## config.mk

```make
export PLATFORM = sky130hd
export DESIGN_NAME = fifo_serial_tx
export DESIGN_NICKNAME = d
export VERILOG_FILES = /design/src/rtl/sertx_pkg.sv /design/src/rtl/sertx_fifo.sv /design/src/rtl/sertx_shifter.sv /design/src/rtl/fifo_serial_tx.sv
export SDC_FILE = /design/constraint.sdc
export NUM_CORES = 1
export LEC_CHECK = 0
export CORE_MARGIN = 4
export CORE_UTILIZATION = 35
export DETAILED_ROUTE_END_ITERATION = 8
export HOLD_SLACK_MARGIN = 0.03
export PLACE_DENSITY_LB_ADDON = 0.25
export SLEW_MARGIN = 30
export SYNTH_ARGS = -nofsm -noshare
export SYNTH_HDL_FRONTEND = slang
export SYNTH_HIERARCHICAL = 1
export SYNTH_SLANG_ARGS = --single-unit
```

## constraint.sdc

```tcl
create_clock -name clk -period 5.85 [get_ports clk]
set_input_delay 1.17 -clock clk [delete_from_list [all_inputs] [get_ports clk]]
set_output_delay 1.17 -clock clk [all_outputs]
set_load 0.01 [all_outputs]
```

## src/rtl/sertx_pkg.sv

```systemverilog
package sertx_pkg;

  typedef enum logic [2:0] {
    ST_IDLE  = 3'd0,
    ST_START = 3'd1,
    ST_DATA  = 3'd2,
    ST_PAR   = 3'd3,
    ST_STOP  = 3'd4
  } tx_state_e;

  typedef struct packed {
    logic [1:0] wlen;      // 00..11 -> 5..8 data bits
    logic       par_en;
    logic [1:0] par_mode;  // 00 odd, 01 even, 10 one, 11 zero
    logic       two_stop;
  } line_fmt_t;

  // Number of data bits for a word length code.
  function automatic logic [3:0] data_bits(input logic [1:0] wlen);
    return 4'd5 + {2'b00, wlen};
  endfunction

  // Parity bit value for the active data bits of a byte.
  function automatic logic parity_of(input logic [7:0] d,
                                     input logic [1:0] wlen,
                                     input logic [1:0] mode);
    logic [7:0] mask;
    logic       x;
    mask = 8'hFF >> (2'd3 - wlen);
    x    = ^(d & mask);
    case (mode)
      2'b00:   return ~x;
      2'b01:   return x;
      2'b10:   return 1'b1;
      default: return 1'b0;
    endcase
  endfunction

  // Length of the stop level in ticks.
  function automatic int unsigned stop_len(input logic two_stop,
                                           input logic [1:0] wlen,
                                           input int unsigned tpb);
    if (!two_stop)         return tpb;
    else if (wlen == 2'b00) return tpb + tpb / 2;
    else                   return 2 * tpb;
  endfunction

endpackage

```

## src/rtl/sertx_fifo.sv

```systemverilog
module sertx_fifo #(
  parameter int DEPTH = 128,
  parameter int W     = 8
) (
  input  logic                           clk,
  input  logic                           rst_n,
  input  logic                           wr_en,
  input  logic [W-1:0]                   wr_data,
  input  logic                           rd_en,
  output logic [W-1:0]                   rd_data,
  output logic                           empty,
  output logic                           full,
  output logic [$clog2(DEPTH+1)-1:0]     count
);
  localparam int AW = (DEPTH > 1) ? $clog2(DEPTH) : 1;
  localparam int CW = $clog2(DEPTH + 1);

  logic [W-1:0]  mem [DEPTH];
  logic [AW-1:0] wr_ptr, rd_ptr;
  logic          push, pop;

  assign empty = (count == '0);
  assign full  = (count == CW'(DEPTH));
  assign push  = wr_en && !full;
  assign pop   = rd_en && !empty;
  assign rd_data = mem[rd_ptr];

  function automatic logic [AW-1:0] bump(input logic [AW-1:0] p);
    return (p == AW'(DEPTH - 1)) ? '0 : p + 1'b1;
  endfunction

  always_ff @(posedge clk) begin
    if (push) mem[wr_ptr] <= wr_data;
  end

  always_ff @(posedge clk or negedge rst_n) begin
    if (!rst_n) begin
      wr_ptr <= '0;
      rd_ptr <= '0;
      count  <= '0;
    end else begin
      if (push) wr_ptr <= bump(wr_ptr);
      if (pop)  rd_ptr <= bump(rd_ptr);
      case ({push, pop})
        2'b10:   count <= count + 1'b1;
        2'b01:   count <= count - 1'b1;
        default: count <= count;
      endcase
    end
  end
endmodule

```

## src/rtl/sertx_shifter.sv

```systemverilog
module sertx_shifter
  import sertx_pkg::*;
#(
  parameter int TPB = 16
) (
  input  logic      clk,
  input  logic      rst_n,
  input  logic      tick,
  input  logic      have_data,
  input  logic [7:0] next_byte,
  input  line_fmt_t fmt,
  output logic      load,
  output logic      txd,
  output logic      busy,
  output logic      frame_done
);
  localparam int CNT_W = $clog2(2 * TPB + 1);

  tx_state_e      state;
  logic [7:0]     shreg;
  logic [3:0]     bits_left;
  logic [CNT_W-1:0] tick_cnt;
  line_fmt_t      fmt_q;
  logic           par_q;
  logic [CNT_W-1:0] seg_len;
  logic           seg_end;

  assign seg_len    = (state == ST_STOP)
                      ? CNT_W'(stop_len(fmt_q.two_stop, fmt_q.wlen, TPB))
                      : CNT_W'(TPB);
  assign seg_end    = tick && (tick_cnt == seg_len - 1'b1);
  assign frame_done = (state == ST_STOP) && seg_end;
  assign load       = have_data && ((state == ST_IDLE) || frame_done);
  assign busy       = (state != ST_IDLE);

  always_comb begin
    case (state)
      ST_START: txd = 1'b0;
      ST_DATA:  txd = shreg[0];
      ST_PAR:   txd = par_q;
      default:  txd = 1'b1;
    endcase
  end

  always_ff @(posedge clk or negedge rst_n) begin
    if (!rst_n) begin
      state     <= ST_IDLE;
      shreg     <= '0;
      bits_left <= '0;
      tick_cnt  <= '0;
      fmt_q     <= '0;
      par_q     <= 1'b0;
    end else if (load) begin
      state    <= ST_START;
      shreg    <= next_byte;
      fmt_q    <= fmt;
      par_q    <= parity_of(next_byte, fmt.wlen, fmt.par_mode);
      tick_cnt <= '0;
    end else if (busy && tick) begin
      if (!seg_end) begin
        tick_cnt <= tick_cnt + 1'b1;
      end else begin
        tick_cnt <= '0;
        case (state)
          ST_START: begin
            state     <= ST_DATA;
            bits_left <= data_bits(fmt_q.wlen) - 4'd1;
          end
          ST_DATA: begin
            shreg <= shreg >> 1;
            if (bits_left == '0) state <= fmt_q.par_en ? ST_PAR : ST_STOP;
            else                 bits_left <= bits_left - 4'd1;
          end
          ST_PAR:  state <= ST_STOP;
          default: state <= ST_IDLE;
        endcase
      end
    end
  end
endmodule

```

## src/rtl/fifo_serial_tx.sv

```systemverilog
module fifo_serial_tx
  import sertx_pkg::*;
#(
  parameter int DEPTH = 128,
  parameter int TPB   = 16
) (
  input  logic       clk,
  input  logic       rst_n,
  input  logic       wr_en,
  input  logic [7:0] wr_data,
  input  logic [1:0] word_len,
  input  logic       parity_en,
  input  logic [1:0] parity_mode,
  input  logic       two_stop,
  input  logic       tick_16x,
  output logic       txd,
  output logic       fifo_empty,
  output logic       tx_idle
);
  localparam int CW = $clog2(DEPTH + 1);

  line_fmt_t     fmt_in;
  logic [7:0]    head_byte;
  logic          fifo_full_w;
  logic          fifo_pop_w;
  logic [CW-1:0] fifo_count_w;
  logic          busy_w;
  logic          frame_done_w;

  assign fmt_in = '{wlen: word_len, par_en: parity_en,
                    par_mode: parity_mode, two_stop: two_stop};

  sertx_fifo #(.DEPTH(DEPTH), .W(8)) u_fifo (
    .clk     (clk),
    .rst_n   (rst_n),
    .wr_en   (wr_en),
    .wr_data (wr_data),
    .rd_en   (fifo_pop_w),
    .rd_data (head_byte),
    .empty   (fifo_empty),
    .full    (fifo_full_w),
    .count   (fifo_count_w)
  );

  sertx_shifter #(.TPB(TPB)) u_shift (
    .clk        (clk),
    .rst_n      (rst_n),
    .tick       (tick_16x),
    .have_data  (!fifo_empty),
    .next_byte  (head_byte),
    .fmt        (fmt_in),
    .load       (fifo_pop_w),
    .txd        (txd),
    .busy       (busy_w),
    .frame_done (frame_done_w)
  );

  assign tx_idle = fifo_empty && !busy_w;
endmodule

```

# Word level (Yosys, flattened, before mapping)
# Memory sizes are Yosys's and may differ from the RTL's.
# Index checks and enable logic that the tools add are counted.
# totals
ff_bits	48
ramBits	1024
output_inout_bits	3
mem_count	1
# classes
addsub	10
eq_ne	14
shifts	1
n_mux	25
n_bitwise	3
reduce_logical	26
# memory_table
memory	depth	word_bits	rd	rd_ports_with_merged_regs	wr	line_no	source
u_fifo.mem	128	8	1	0	1	sertx_fifo.sv:18	logic [W-1:0] mem [DEPTH];
# ops
operator	count
$mux W6	6
$mux W8	4
$pmux W8 S2	1
$mux W3	5
$add A7 B1 Y7 const B	2
$eq A7 B7 Y1 const B	2
$mux W7	2
$reduce_bool A2 Y1	5
$pmux W3 S3	1
$add A8 B1 Y8 const B	1
$and A8 B8 Y8	1
$eq A8 B8 Y1 const B	1
$logic_not A8 Y1	1
$pmux W4 S2	1
$reduce_xor A8 Y1	1
$shr A8 B2 Y8 const A	1
$sub A4 B1 Y4 const B	2
$sub A8 B1 Y8 const B	1
$logic_and A1 B1 Y1	7
$add A6 B1 Y6 const B	1
$eq A3 B2 Y1 const B	2
$eq A6 B6 Y1	1
$pmux W1 S3	2
$reduce_and A3 Y1	2
19 further kinds	26

# Longest topological paths before layout
# logic_depth
word_depth	13
depth_mapped	20
mapped_depth_nobuf	19

# Modules after synthesis
# The synthesis kept the hierarchy.
# by_module_without_submodules
mod	n_inst	cells_per_inst	area_each_um2
sertx_fifo	1	2067	41169.5
sertx_shifter	1	158	1575.3
fifo_serial_tx	1	2	17.5

# Least setup slack after synthesis
# OpenSTA, ideal clock, no wires.
# synth_timing
path_kind	reg-to-reg
from	reg u_fifo.count[4]
to	reg u_fifo.count[7]
setup_ns	0.122
arrival_ns	4.155
required_ns	5.728
path_slack_ns	1.572
stages_incl_launch_ff	21
cell_sequence	dfrtp_1 or4_1 or2_2 nor2_1 inv_1 or3b_2 nor2_1 o21ai_1 and2_1 buf_2 inv_2 o21ai_0 inv_1 ha_1 ha_1 a21o_1 a21oi_1 o211ai_1 a21o_1 and3b_1 xnor2_1
# synth_via
elab_chain_cells	6
word_cells_on_any_way	13
classes_between	2 x add/sub; 3 x eq/ne; 1 x mux; 7 x reduce/logical
# synth_rtl
element	line_no	source
start: declaration	sertx_fifo.sv:13	output logic [$clog2(DEPTH+1)-1:0] count
start signal: assignment	sertx_fifo.sv:45	2'b10: count <= count + 1'b1;
start signal: assignment	sertx_fifo.sv:46	2'b01: count <= count - 1'b1;
start signal: assignment	sertx_fifo.sv:47	default: count <= count;
$logic_not A8 Y1 *	sertx_fifo.sv:22	assign empty = (count == '0);
named net fifo_empty	fifo_serial_tx.sv:17	output logic fifo_empty,
$logic_not A1 Y1 *	fifo_serial_tx.sv:49	.have_data (!fifo_empty),
$logic_and A1 B1 Y1 *	sertx_shifter.sv:33	assign load = have_data && ((state == ST_IDLE) || frame_done);
named net fifo_pop_w	fifo_serial_tx.sv:25	logic fifo_pop_w;
$logic_and A1 B1 Y1 *	sertx_fifo.sv:25	assign pop = rd_en && !empty;
named net u_fifo.pop	sertx_fifo.sv:20	logic push, pop;
$eq A2 B1 Y1 or $eq A2 B2 Y1 (tied branches)	sertx_fifo.sv:44	case ({push, pop})
$pmux W8 S2 or $reduce_bool A2 Y1 (tied branches)	n/a	
# The timed path passes the listed nets; every way through them passes the cells marked *.
# A chain may end at the register's enable or synchronous reset.

# Worst setup path in the final report
# layout_timing
from	reg u_fifo.count[4]
to	reg u_fifo.count[6]
# layout_via
elab_chain_cells	6
word_cells_on_any_way	13
classes_between	2 x add/sub; 3 x eq/ne; 1 x mux; 7 x reduce/logical
# layout_rtl
element	line_no
$logic_not A8 Y1 *	sertx_fifo.sv:22
$logic_not A1 Y1 *	fifo_serial_tx.sv:49
$logic_and A1 B1 Y1 *	sertx_shifter.sv:33
named net fifo_pop_w	fifo_serial_tx.sv:25
$logic_and A1 B1 Y1 *	sertx_fifo.sv:25
named net u_fifo.pop	sertx_fifo.sv:20
$eq A2 B1 Y1 or $eq A2 B2 Y1 (tied branches)	sertx_fifo.sv:44
$pmux W8 S2 or $reduce_bool A2 Y1 (tied branches)	n/a
# Marked as above.

==> flow_summary.ini <==
[route]
vias = 22132
wl_per_cell_um = 27.4
wirelength_um = 111000
via_per_inst = 5.48
drc = 0
antenna_left = 0
drt_iter0_drc = 2267
dr.pass1.iters = 7

[critical_path]
cp_cell_sequence = or4_1, or2_2, nor2_1, inv_1, or3b_2, nor2_1, o21ai_1, and2_1, inv_2, o21ai_0, inv_1, ha_1, fa_1, a21o_1, a21oi_1, o21bai_1, a21oi_1, xor2_1, o21ai_0
reg2reg_slack_ns = 0.75
cp_slowest_cell = or4_1
worstSetupPathType = flip-flop to flip-flop
startpoint_type = flip-flop
cp_num_cells = 19
critical-path-top-delay-family = simple AND/OR/NAND/NOR gates
rr_worst_depth = 19
arrival_ns = 5.65
required_ns = 6.41
rr_startpoint = u_fifo/count[4]
cp_num_buf_inv = 3
crit_path_end_kind = flip-flop
slowest_delay_ns = 0.51
cp_max_fo = 9
r2r_end = u_fifo/count[6]

[floorplan]
start_util_pct = 35.5
io_pins = 21
die_area_um2 = 128000
coreArea_um2 = 121000
die_y_um = 358
die_w_um = 358
rows = 127

[global_routing]
antenna_found_initial = 5
grt_pass1_vias = 22582
gr-usage-all-layers_pct = 17.3
grt_overflow_total = 0
grt_max_degree = 91
grt_pass1_wl_um = 162000

[layout]
drive_gt1_share_pct = 20.8
fin_nets = 2368
post-route-cell-area_um2 = 48700
area_growth_pct = 14.0

[placement]
hpwl_um = 68600
gp_congestion = 0.814
dp_worst_setup_slack_ns = 0.619
place_area_um2 = 45100
portBuffers = 20

[power]
p_per_area_nw_per_um2 = 425
p_leak_uw = 0.0152
p_total_uw = 20700
peakVddDrop_mv = 0.259

[clock_network]
cts_resized = 0
clk_pin_slew_ns = 0.06
cts_buffer_depth = 3
cts_inserted_buffers = 111
root_buffer = clkbuf_16
worstSkewPairLatency_ns = 0.69
cts_tree = built
cts.sinks = 1072
hold_buffers = 0
htreeDepth = 3
post_cts_buffers = 0

[timing]
clock.fmax_mhz = 196
fin_tns_setup_ns = 0
fin_worst_skew_ns = 0.0282
hold_viol_final = 0
period_needed_ns = 5.10
setup_viol = 0
max_slew_margin_pct = 23.6
period_share_pct = 87.1
slew_violations = 0
rsz0062_at_grt = false
worst_pin_slew_ns = 1.13
fin_ws_ns = 0.754

[synth]
synth.avg_cell_area_um2 = 19.2
synth_cells = 2226
yosys_warnings = 6
syn_nets = 2256
syn_area_um2 = 42800

[run]
drv_cap = 0

[hold_path]
hold_path.class = input pin to asynchronous set/reset pin

[outcome]
status = completed
worst max path at each step:
stage	start	end	slack (ns)
after floorplan	u_fifo/count[4]	u_fifo/count[7]	1.57
after global placement	tick_16x	u_fifo/count[6]	0.82
after detailed placement	tick_16x	u_fifo/count[6]	0.62
final	u_fifo/count[4]	u_fifo/count[6]	0.75
after global routing	u_fifo/count[4]	u_fifo/count[7]	0.46
after CTS	u_fifo/count[4]	u_fifo/count[7]	0.85
state kept, by name, summed over array words and instances (netlist names):
register	flops
u_fifo/mem	1024
u_fifo/count	8
u_shift/shreg	8
u_fifo/rd_ptr	7
u_fifo/wr_ptr	7
u_shift/tick_cnt	6
u_shift/bits_left	4
u_shift/fmt_q	4
u_shift/state	3
u_shift/par_q	1
layer usage:
metal / vias up / part of all wire (%) / global-route usage (%)
li1: 9347 / - / -
met1: 11801 / 43 / 24.6
met2: 821 / 47 / 27.2
met3: 161 / 7.5 / 3.38
met4: 2 / 2.5 / 4.99
met5: - / 0.012 / 0
final cells by class:
| cell class | count | area [µm²] |
|---|---|---|
| Multi-Input combinational cell | 1020 | 10000 |
| Timing Repair Buffer | 116 | 1010 |
| Fill cell | 10590 | 71900 |
| Antenna cell | 3 | 7.51 |
| Inverter | 17 | 63.8 |
| Clock inverter | 76 | 785 |
| Clock buffer | 126 | 2880 |
| Sequential cell | 1072 | 32000 |
| Tap cell | 1612 | 2020 |
power by group:
group          total [µW]  switching [µW]  internal [µW]
clock                7080            2910           4180
sequential           8980             329           8650
combinational        4630            2680           1940
placed cells by master (no fill, tap or decap), types with 16 or more instances in the layout:
| cell | count |
|---|---|
| o221ai_1 | 16 |
| nor2b_1 | 19 |
| nand2_1 | 93 |
| mux2i_1 | 125 |
| dfrtp_1 | 45 |
| buf_4 | 95 |
| clkinv_1 | 30 |
| a22oi_1 | 29 |
| a21oi_1 | 36 |
| mux4_2 | 191 |
| a211oi_1 | 25 |
| nor2_1 | 158 |
| nand3_1 | 27 |
| clkinv_2 | 23 |
| edfxtp_1 | 1024 |
| o21ai_0 | 35 |
| clkbuf_16 | 112 |
| o22ai_1 | 25 |
through the flow:
stage | util (%) | hold slack, ns | std cells
finish | 40.4 | 0.506 | 4042
detailed placement | 37.4 | 0.513 | 3837
CTS | 40.4 | 0.496 | 4039
floorplan | - | 0.460 | 2226
global placement | 37.4 | 0.486 | 3837
global route | 40.4 | 0.541 | 4039
Note: power is estimated with default switching activity, not from simulation.
